`src/rtl/reflex_pkg.sv`:
```
package reflex_pkg;

  typedef enum logic [1:0] {
    GS_READY = 2'd0,
    GS_RUN   = 2'd1,
    GS_STOP  = 2'd2
  } game_st_e;

  // mask with the n lowest bits set
  function automatic logic [31:0] low_mask(input int unsigned n);
    logic [31:0] m;
    m = '0;
    for (int i = 0; i < 32; i++) m[i] = (i < n);
    return m;
  endfunction

  // wrap-around increment modulo lim
  function automatic int unsigned wrap_inc(input int unsigned v, input int unsigned lim);
    return (v + 1 >= lim) ? 0 : v + 1;
  endfunction

endpackage

```
`src/rtl/reflex_tick.sv`:
```
module reflex_tick #(
  parameter int unsigned DIV = 1_000_000
) (
  input  logic clk,
  input  logic rst,
  input  logic run,
  output logic tick
);
  localparam int unsigned CW = (DIV > 2) ? $clog2(DIV) : 1;
  localparam logic [CW-1:0] LAST = CW'(DIV - 1);

  logic [CW-1:0] cnt_q;
  logic          at_last;

  assign at_last = (cnt_q == LAST);
  assign tick    = run && at_last;

  always_ff @(posedge clk) begin
    if (rst || !run)  cnt_q <= '0;
    else if (at_last) cnt_q <= '0;
    else              cnt_q <= cnt_q + 1'b1;
  end
endmodule

```
`src/rtl/reflex_fsm.sv`:
```
module reflex_fsm
  import reflex_pkg::*;
(
  input  logic     clk,
  input  logic     rst,
  input  logic     clr,
  input  logic     ss,
  input  logic     keep,
  input  logic     discard,
  input  logic     tmin,
  output game_st_e state,
  output logic     init_q,
  output logic     store_q,
  output logic     clear_q,
  output logic     ev_start,
  output logic     ev_halt,
  output logic     ev_keep,
  output logic     ev_drop
);
  game_st_e st_q, st_d;

  assign ev_start = !clr && (st_q == GS_READY) && ss;
  assign ev_halt  = !clr && (st_q == GS_RUN) && (ss || tmin);
  assign ev_keep  = !clr && (st_q == GS_STOP) && keep;
  assign ev_drop  = !clr && (st_q == GS_STOP) && !keep && discard;

  always_comb begin
    st_d = st_q;
    if (clr)                     st_d = GS_READY;
    else if (ev_start)           st_d = GS_RUN;
    else if (ev_halt)            st_d = GS_STOP;
    else if (ev_keep || ev_drop) st_d = GS_READY;
  end

  always_ff @(posedge clk) begin
    if (rst) begin
      st_q    <= GS_READY;
      init_q  <= 1'b1;
      store_q <= 1'b0;
      clear_q <= 1'b0;
    end else begin
      st_q    <= st_d;
      init_q  <= clr || ev_keep || ev_drop;
      store_q <= ev_keep;
      clear_q <= clr;
    end
  end

  assign state = st_q;
endmodule

```
`src/rtl/reflex_mode.sv`:
```
module reflex_mode
  import reflex_pkg::*;
#(
  parameter int unsigned NUM_MODES = 4,
  parameter int unsigned LED_W     = 8,
  localparam int unsigned SEL_W    = $clog2(NUM_MODES)
) (
  input  logic             clk,
  input  logic             rst,
  input  logic             adv,
  output logic [SEL_W-1:0] sel,
  output logic [LED_W-1:0] led
);
  logic [SEL_W-1:0] sel_q;

  always_ff @(posedge clk) begin
    if (rst)      sel_q <= '0;
    else if (adv) sel_q <= SEL_W'(wrap_inc(int'(sel_q), NUM_MODES));
  end

  assign sel = sel_q;
  assign led = LED_W'(low_mask(int'(sel_q) + 1));
endmodule

```
`src/rtl/reflex_ctrl.sv`:
```
module reflex_ctrl
  import reflex_pkg::*;
#(
  parameter int unsigned TICK_DIV = 1_000_000,
  parameter int unsigned LED_W    = 8
) (
  input  logic             clk,
  input  logic             rst,
  input  logic             btn_clear,
  input  logic             btn_startstop,
  input  logic             btn_keep,
  input  logic             btn_discard,
  input  logic             btn_view,
  input  logic             tmr_min,
  output logic             tmr_init,
  output logic             tmr_en,
  output logic             rsp_store,
  output logic             rsp_clear,
  output logic [1:0]       disp_sel,
  output logic [LED_W-1:0] led
);
  localparam int unsigned NUM_MODES = 4;

  game_st_e game_st;
  logic     ev_start, ev_halt, ev_keep, ev_drop;
  logic     running;

  reflex_fsm u_fsm (
    .clk     (clk),
    .rst     (rst),
    .clr     (btn_clear),
    .ss      (btn_startstop),
    .keep    (btn_keep),
    .discard (btn_discard),
    .tmin    (tmr_min),
    .state   (game_st),
    .init_q  (tmr_init),
    .store_q (rsp_store),
    .clear_q (rsp_clear),
    .ev_start(ev_start),
    .ev_halt (ev_halt),
    .ev_keep (ev_keep),
    .ev_drop (ev_drop)
  );

  assign running = (game_st == GS_RUN);

  reflex_tick #(.DIV(TICK_DIV)) u_tick (
    .clk (clk),
    .rst (rst),
    .run (running),
    .tick(tmr_en)
  );

  reflex_mode #(.NUM_MODES(NUM_MODES), .LED_W(LED_W)) u_mode (
    .clk(clk),
    .rst(rst),
    .adv(btn_view),
    .sel(disp_sel),
    .led(led)
  );
endmodule

```
`config.mk`:
```
export PLATFORM = sky130hd
export DESIGN_NAME = reflex_ctrl
export DESIGN_NICKNAME = d
export VERILOG_FILES = /design/src/rtl/reflex_pkg.sv /design/src/rtl/reflex_tick.sv /design/src/rtl/reflex_fsm.sv /design/src/rtl/reflex_mode.sv /design/src/rtl/reflex_ctrl.sv
export SDC_FILE = /design/constraint.sdc
export NUM_CORES = 1
export LEC_CHECK = 0
export CORE_ASPECT_RATIO = 0.9
export CORE_UTILIZATION = 50
export CTS_CLUSTER_SIZE = 25
export DETAILED_ROUTE_END_ITERATION = 10
export GPL_TIMING_DRIVEN = 0
export PLACE_DENSITY_LB_ADDON = 0.2
export RECOVER_POWER = 50
export SYNTH_ARGS = -nofsm -noshare
export SYNTH_HDL_FRONTEND = slang
export SYNTH_SLANG_ARGS = --single-unit
```
`constraint.sdc`:
```
create_clock -name clk -period 2.6 [get_ports clk]
set_input_delay 0.52 -clock clk [delete_from_list [all_inputs] [get_ports clk]]
set_output_delay 0.52 -clock clk [all_outputs]
set_load 0.1 [all_outputs]
```
## After elaboration in Yosys (flattened, before gate mapping)

Index checks and enable logic that the tools add are counted.

- Multipliers: 0
- Shifts and indexed selects: 0
- Reduce and logical (&&, ||, !) cells: 23
- Bitwise logic cells: 0
- Eq/ne operators: 3
- Add/sub/neg operators: 3
- Divide/modulo/power cells: 0
- Muxes and demuxes: 4
- $lt $le $gt $ge: 9

Operator list:

| kind | number |
|---|---|
| $lt 3x32->1 const A | 4 |
| $lt 1x32->1 const A | 2 |
| $lt 2x32->1 const A | 2 |
| $add 20x1->20 const B | 1 |
| $eq 20x20->1 const B | 1 |
| $logic_and 1x1->1 | 9 |
| $add 2x1->3 const B | 2 |
| $mux 2 | 3 |
| $logic_or 1x1->1 | 5 |
| $reduce_or 2->1 | 2 |
| $ge 3x3->1 const B | 1 |
| $logic_not 1->1 | 3 |
| $reduce_bool 3->1 | 1 |
| $reduce_or 3->1 | 1 |
| $eq 2x1->1 const B | 1 |
| $eq 2x2->1 const B | 1 |
| $logic_not 2->1 | 1 |
| $reduce_bool 2->1 | 1 |
| $mux 1 | 1 |

- Memory bits (writable): 0
- Bits in latches: 0
- Memories: 0
- Bits in read-only memories: 0
- Flip-flop bits (word level): 27

## Longest topological paths before layout

- Depth after elaboration: 8
- Gate-level depth with buffers: 6
- Gate-level depth less buffers: 5

## By module

From an unflattened synthesis, not the netlist that was laid out.

- Cells, all modules: 150
- Area, all modules: 1383.8 um2

Modules (own cells, without submodules):

| module | cells each | instances | area each (um2) | seq. area each (um2) |
|---|---|---|---|---|
| reflex_tick | 108 | 1 | 957.2 | 400.4 |
| reflex_fsm | 22 | 1 | 254.0 | 100.1 |
| reflex_mode | 19 | 1 | 158.9 | 40.0 |
| reflex_ctrl | 1 | 1 | 13.8 | 0.0 |

## Worst setup path before layout

Ideal clock, no wire load.

- Path type: flip-flop to output port
- Start point: register u_mode.sel_q[1] (netlist: u_mode.sel[1])
- End point: output port led[5]
- Arrival time: 2.850 ns
- Required time: 2.080 ns
- Cell stages (with the launch flop): 3
- Path slack: -0.770 ns
- Buffers on the path: 0
- Cells stage by stage: dfxtp_1 ha_1 and2_1

- Cells in the longest elaborated chain, start to end: 2

RTL lines:

| item | RTL line | source |
|---|---|---|
| from (decl) | reflex_mode.sv:14 | `logic [SEL_W-1:0] sel_q;` |
| from (signal assigned) | reflex_mode.sv:18 | `else if (adv) sel_q <= SEL_W'(wrap_inc(int'(sel_q), NUM_MODES));` |
| $add 2x1->3 | reflex_mode.sv:22 | `assign led = LED_W'(low_mask(int'(sel_q) + 1));` |
| $lt 3x32->1 | reflex_pkg.sv:13 | `for (int i = 0; i < 32; i++) m[i] = (i < n);` |
| to (decl) | reflex_ctrl.sv:20 | `output logic [LED_W-1:0] led` |

Every way passes these cells.

## Worst setup path in the final report

- Start point: register u_mode.sel_q[0] (netlist: u_mode.sel[0])
- End point: output port led[6]

The elaborated chain is that of the path after synthesis.

==> run metrics <==
run status=complete, no violations; clock-pin transition on the worst setup and hold timing paths=0.13 ns; Wirelength per Cell=12.79 um; proportion of layout cells with a drive suffix above 1=11.90%; async set or reset register ratio after synthesis=0%; Finished Cell Area=1501 um^2; required time worst endpoint=2.08 ns; detailed placer's ending HPWL=1872 um; number of placement rows=16; maximum buffer depth of the clock tree=2; number of flops mapped to enable cells by yosys=0; category of the critical setup timing path=flip-flop to output pin; sequential element share of the synthesized area=42.73%; area enclosed by the die boundary=2735 um^2; Vias per Instance=5.313; number of cells produced by synthesis=145; overall die height=49.72 um; count of input and output buffers=18; met3 capacity usage during global routing=5.864%; startpoint class of the critical path=flip-flop; transition time at the pin with the least slew margin=0.9762 ns; highest-count cells in the layout ignoring fill and taps=sky130_fd_sc_hd__nor2_1 (25), sky130_fd_sc_hd__dfxtp_1 (25), sky130_fd_sc_hd__xnor2_1 (10), sky130_fd_sc_hd__clkdlybuf4s50_1 (10), sky130_fd_sc_hd__nand2_1 (8); PnR Total Power=0.7449 mW; TritonCTS clock tree=yes; width of the die=55.02 um; detailed-route via count=1036; most instantiated flip-flop cell in the synthesis netlist=sky130_fd_sc_hd__dfxtp_1; met2 GRT Util=34.14%; Total Routed Length=2495 um; VDD IR max=0.4154 mV; pin count of the biggest net entering global routing=15; cells taking the most area after synthesis=sky130_fd_sc_hd__dfxtp_1 (43%), sky130_fd_sc_hd__nor2_1 (7.4%), sky130_fd_sc_hd__xnor2_1 (6.9%); library cell occupying the most area in the post-synthesis netlist=sky130_fd_sc_hd__dfxtp_1; Yosys top cell area share=42.73%; Worst Hold Class=flip-flop to flip-flop; TritonCTS sink count=27; wire length of the first global-routing pass=4202 um; Final Hold Viols=0; number of maximum-capacitance violations=0; post-synth design cell area=1265 um^2; effective utilization at floorplan=55.43%; DRC Markers=0; later-pin clock latency in the skew report=0.32 ns; minimum clock period after layout=2.432 ns; DRT iter0 DRCs=18; Syn. warnings=0; unrepaired setup endpoints after global routing=false; Critical Path AT=1.91 ns; number of detailed-route iterations in the first pass=4; Clock Tree Root=sky130_fd_sc_hd__clkbuf_4; standard cell area after detailed placement=1490 um^2; largest driver fanout on the critical path=5; number of inserted diodes=0; overflow left after global routing=0; number of global-route vias before repair=969; routing layer with the top usage in global route=met2; initial antenna violation count=0; kind of end point of the critical path=output pin; final RePlAce weighted congestion=0.8622; post-route clock period utilization=93.55%; Yosys reg bits=27; maximum clock rate=0.4111 GHz; # H-tree levels=1; number of hold buffers added after CTS=0; Pins Over Slew Limit=0; power density cells=496.1 nW/um^2; Tot GR Track Use=21.14%; Final #Nets=181; Finish-stage setup viols=0; core footprint=2282 um^2; Top-Level Pins=22; GR met1 Demand/Resource=27.15%; Layout Area Growth over Synthesis=18.69%; post-synthesis cell type count=35; worst-case headroom to the max-slew limit=34.71%; DRT antenna net count=0; LEAKAGE=0.5277 nW; post-synthesis average cell area=8.724 um^2; total clock buffers created by CTS=3; final clock skew=0.001153 ns
logic make-up (layout without fill, tap and decap cells):
family | count (synthesis) | after routing | synth area share, %
AND/OR/NAND/NOR | 69 | 69 | 30.37
other | 2 | 3 | 0.5937
multiplexers | 2 | 2 | 1.583
XOR/XNOR | 12 | 12 | 8.309
adder cells (fa/ha/maj) | 4 | 4 | 3.957
AO/OA/AOI/OAI | 17 | 17 | 8.011
buffers and inverters | 12 | 34 | 4.452
flip-flops | 27 | 27 | 42.73
final timing paths:
path | start | endpoint | slack (ns) | cells after the start
setup / recovery | u_mode.sel[0]$_SDFFE_PP0P_ | led[6] | 0.17 | 3
hold / removal | u_tick.cnt_q[0]$_SDFF_PP0_ | u_tick.cnt_q[0]$_SDFF_PP0_ | 0.46 | 1
setup reg to reg | u_tick.cnt_q[0]$_SDFF_PP0_ | u_tick.cnt_q[18]$_SDFF_PP0_ | 0.53 | 5
hold reg to reg | u_tick.cnt_q[0]$_SDFF_PP0_ | u_tick.cnt_q[0]$_SDFF_PP0_ | 0.46 | 1
where the power goes:
part           switching [mW]  total [mW]  internal, mW  leakage (nW)
logic                   0.107       0.142        0.0350         0.293
clock network           0.116       0.176        0.0601        0.0150
registers             0.00580       0.426         0.421         0.219
routing by layer:
metal | part of all wire, % | wire [um]
met4 | 0.52 | 13
met2 | 49 | 1217
met1 | 46 | 1154
met3 | 4.4 | 109
met5 | 0 | 0
final cells by class:
cell class | count | area, um^2
buffer | 5 | 30.03
clock buffer | 4 | 26.28
fill | 196 | 780.7
inverter | 7 | 26.28
multi-input combinational | 107 | 676.9
sequential | 27 | 543.0
tap | 27 | 33.78
timing repair buffer | 18 | 165.2
synth_stat cells (2+ instances only):
| cell | n |
|---|---|
| sky130_fd_sc_hd__a21oi_1 | 7 |
| sky130_fd_sc_hd__and2_1 | 2 |
| sky130_fd_sc_hd__and3_1 | 2 |
| sky130_fd_sc_hd__and4b_1 | 2 |
| sky130_fd_sc_hd__buf_4 | 3 |
| sky130_fd_sc_hd__clkbuf_1 | 2 |
| sky130_fd_sc_hd__conb_1 | 2 |
| sky130_fd_sc_hd__dfxtp_1 | 27 |
| sky130_fd_sc_hd__ha_1 | 4 |
| sky130_fd_sc_hd__inv_1 | 7 |
| sky130_fd_sc_hd__mux2i_1 | 2 |
| sky130_fd_sc_hd__nand2_1 | 8 |
| sky130_fd_sc_hd__nand2b_1 | 2 |
| sky130_fd_sc_hd__nand3_1 | 5 |
| sky130_fd_sc_hd__nand4b_1 | 2 |
| sky130_fd_sc_hd__nor2_1 | 25 |
| sky130_fd_sc_hd__nor2b_1 | 2 |
| sky130_fd_sc_hd__nor3_1 | 4 |
| sky130_fd_sc_hd__nor4_1 | 3 |
| sky130_fd_sc_hd__o21ai_0 | 6 |
| sky130_fd_sc_hd__o31ai_1 | 2 |
| sky130_fd_sc_hd__or3_2 | 2 |
| sky130_fd_sc_hd__or4_1 | 2 |
| sky130_fd_sc_hd__xnor2_1 | 10 |
| sky130_fd_sc_hd__xor2_1 | 2 |
registers in the layout, indices dropped and copies added, names as in the netlist:
signal	count
u_tick.cnt_q	20
u_fsm.state	2
u_mode.sel	2
u_fsm.clear_q	1
u_fsm.init_q	1
u_fsm.store_q	1
metrics by stage:
| step | util [%] | instances | TNS, ns | setup slack [ns] | hold slack, ns |
|---|---|---|---|---|---|
| global placement | 65.30 | 191 | -0.1216 | -0.1216 | 0.4282 |
| floorplan | - | 146 | 0 | 0.1618 | 0.4175 |
| finish | 65.79 | 195 | 0 | 0.1678 | 0.4621 |
| CTS | 66.23 | 195 | 0 | 0.01276 | 0.4634 |
| detailed placement | 65.30 | 191 | -0.1234 | -0.1234 | 0.4439 |
| global route | 65.79 | 195 | 0 | 0.08094 | 0.5021 |
critical path: stages (launching register included):
cell and delay [ns]:
sky130_fd_sc_hd__dfxtp_2 0.40, sky130_fd_sc_hd__ha_2 0.22, sky130_fd_sc_hd__and2_2 0.14, sky130_fd_sc_hd__dlygate4sd2_1 0.84
repair_timing:
action	4_1_cts	5_1_grt
resized for setup	8	4
gates cloned	0	0
setup buffers	0	0
setup endpoints to repair	6	2
(Power assumes the default switching activity.)
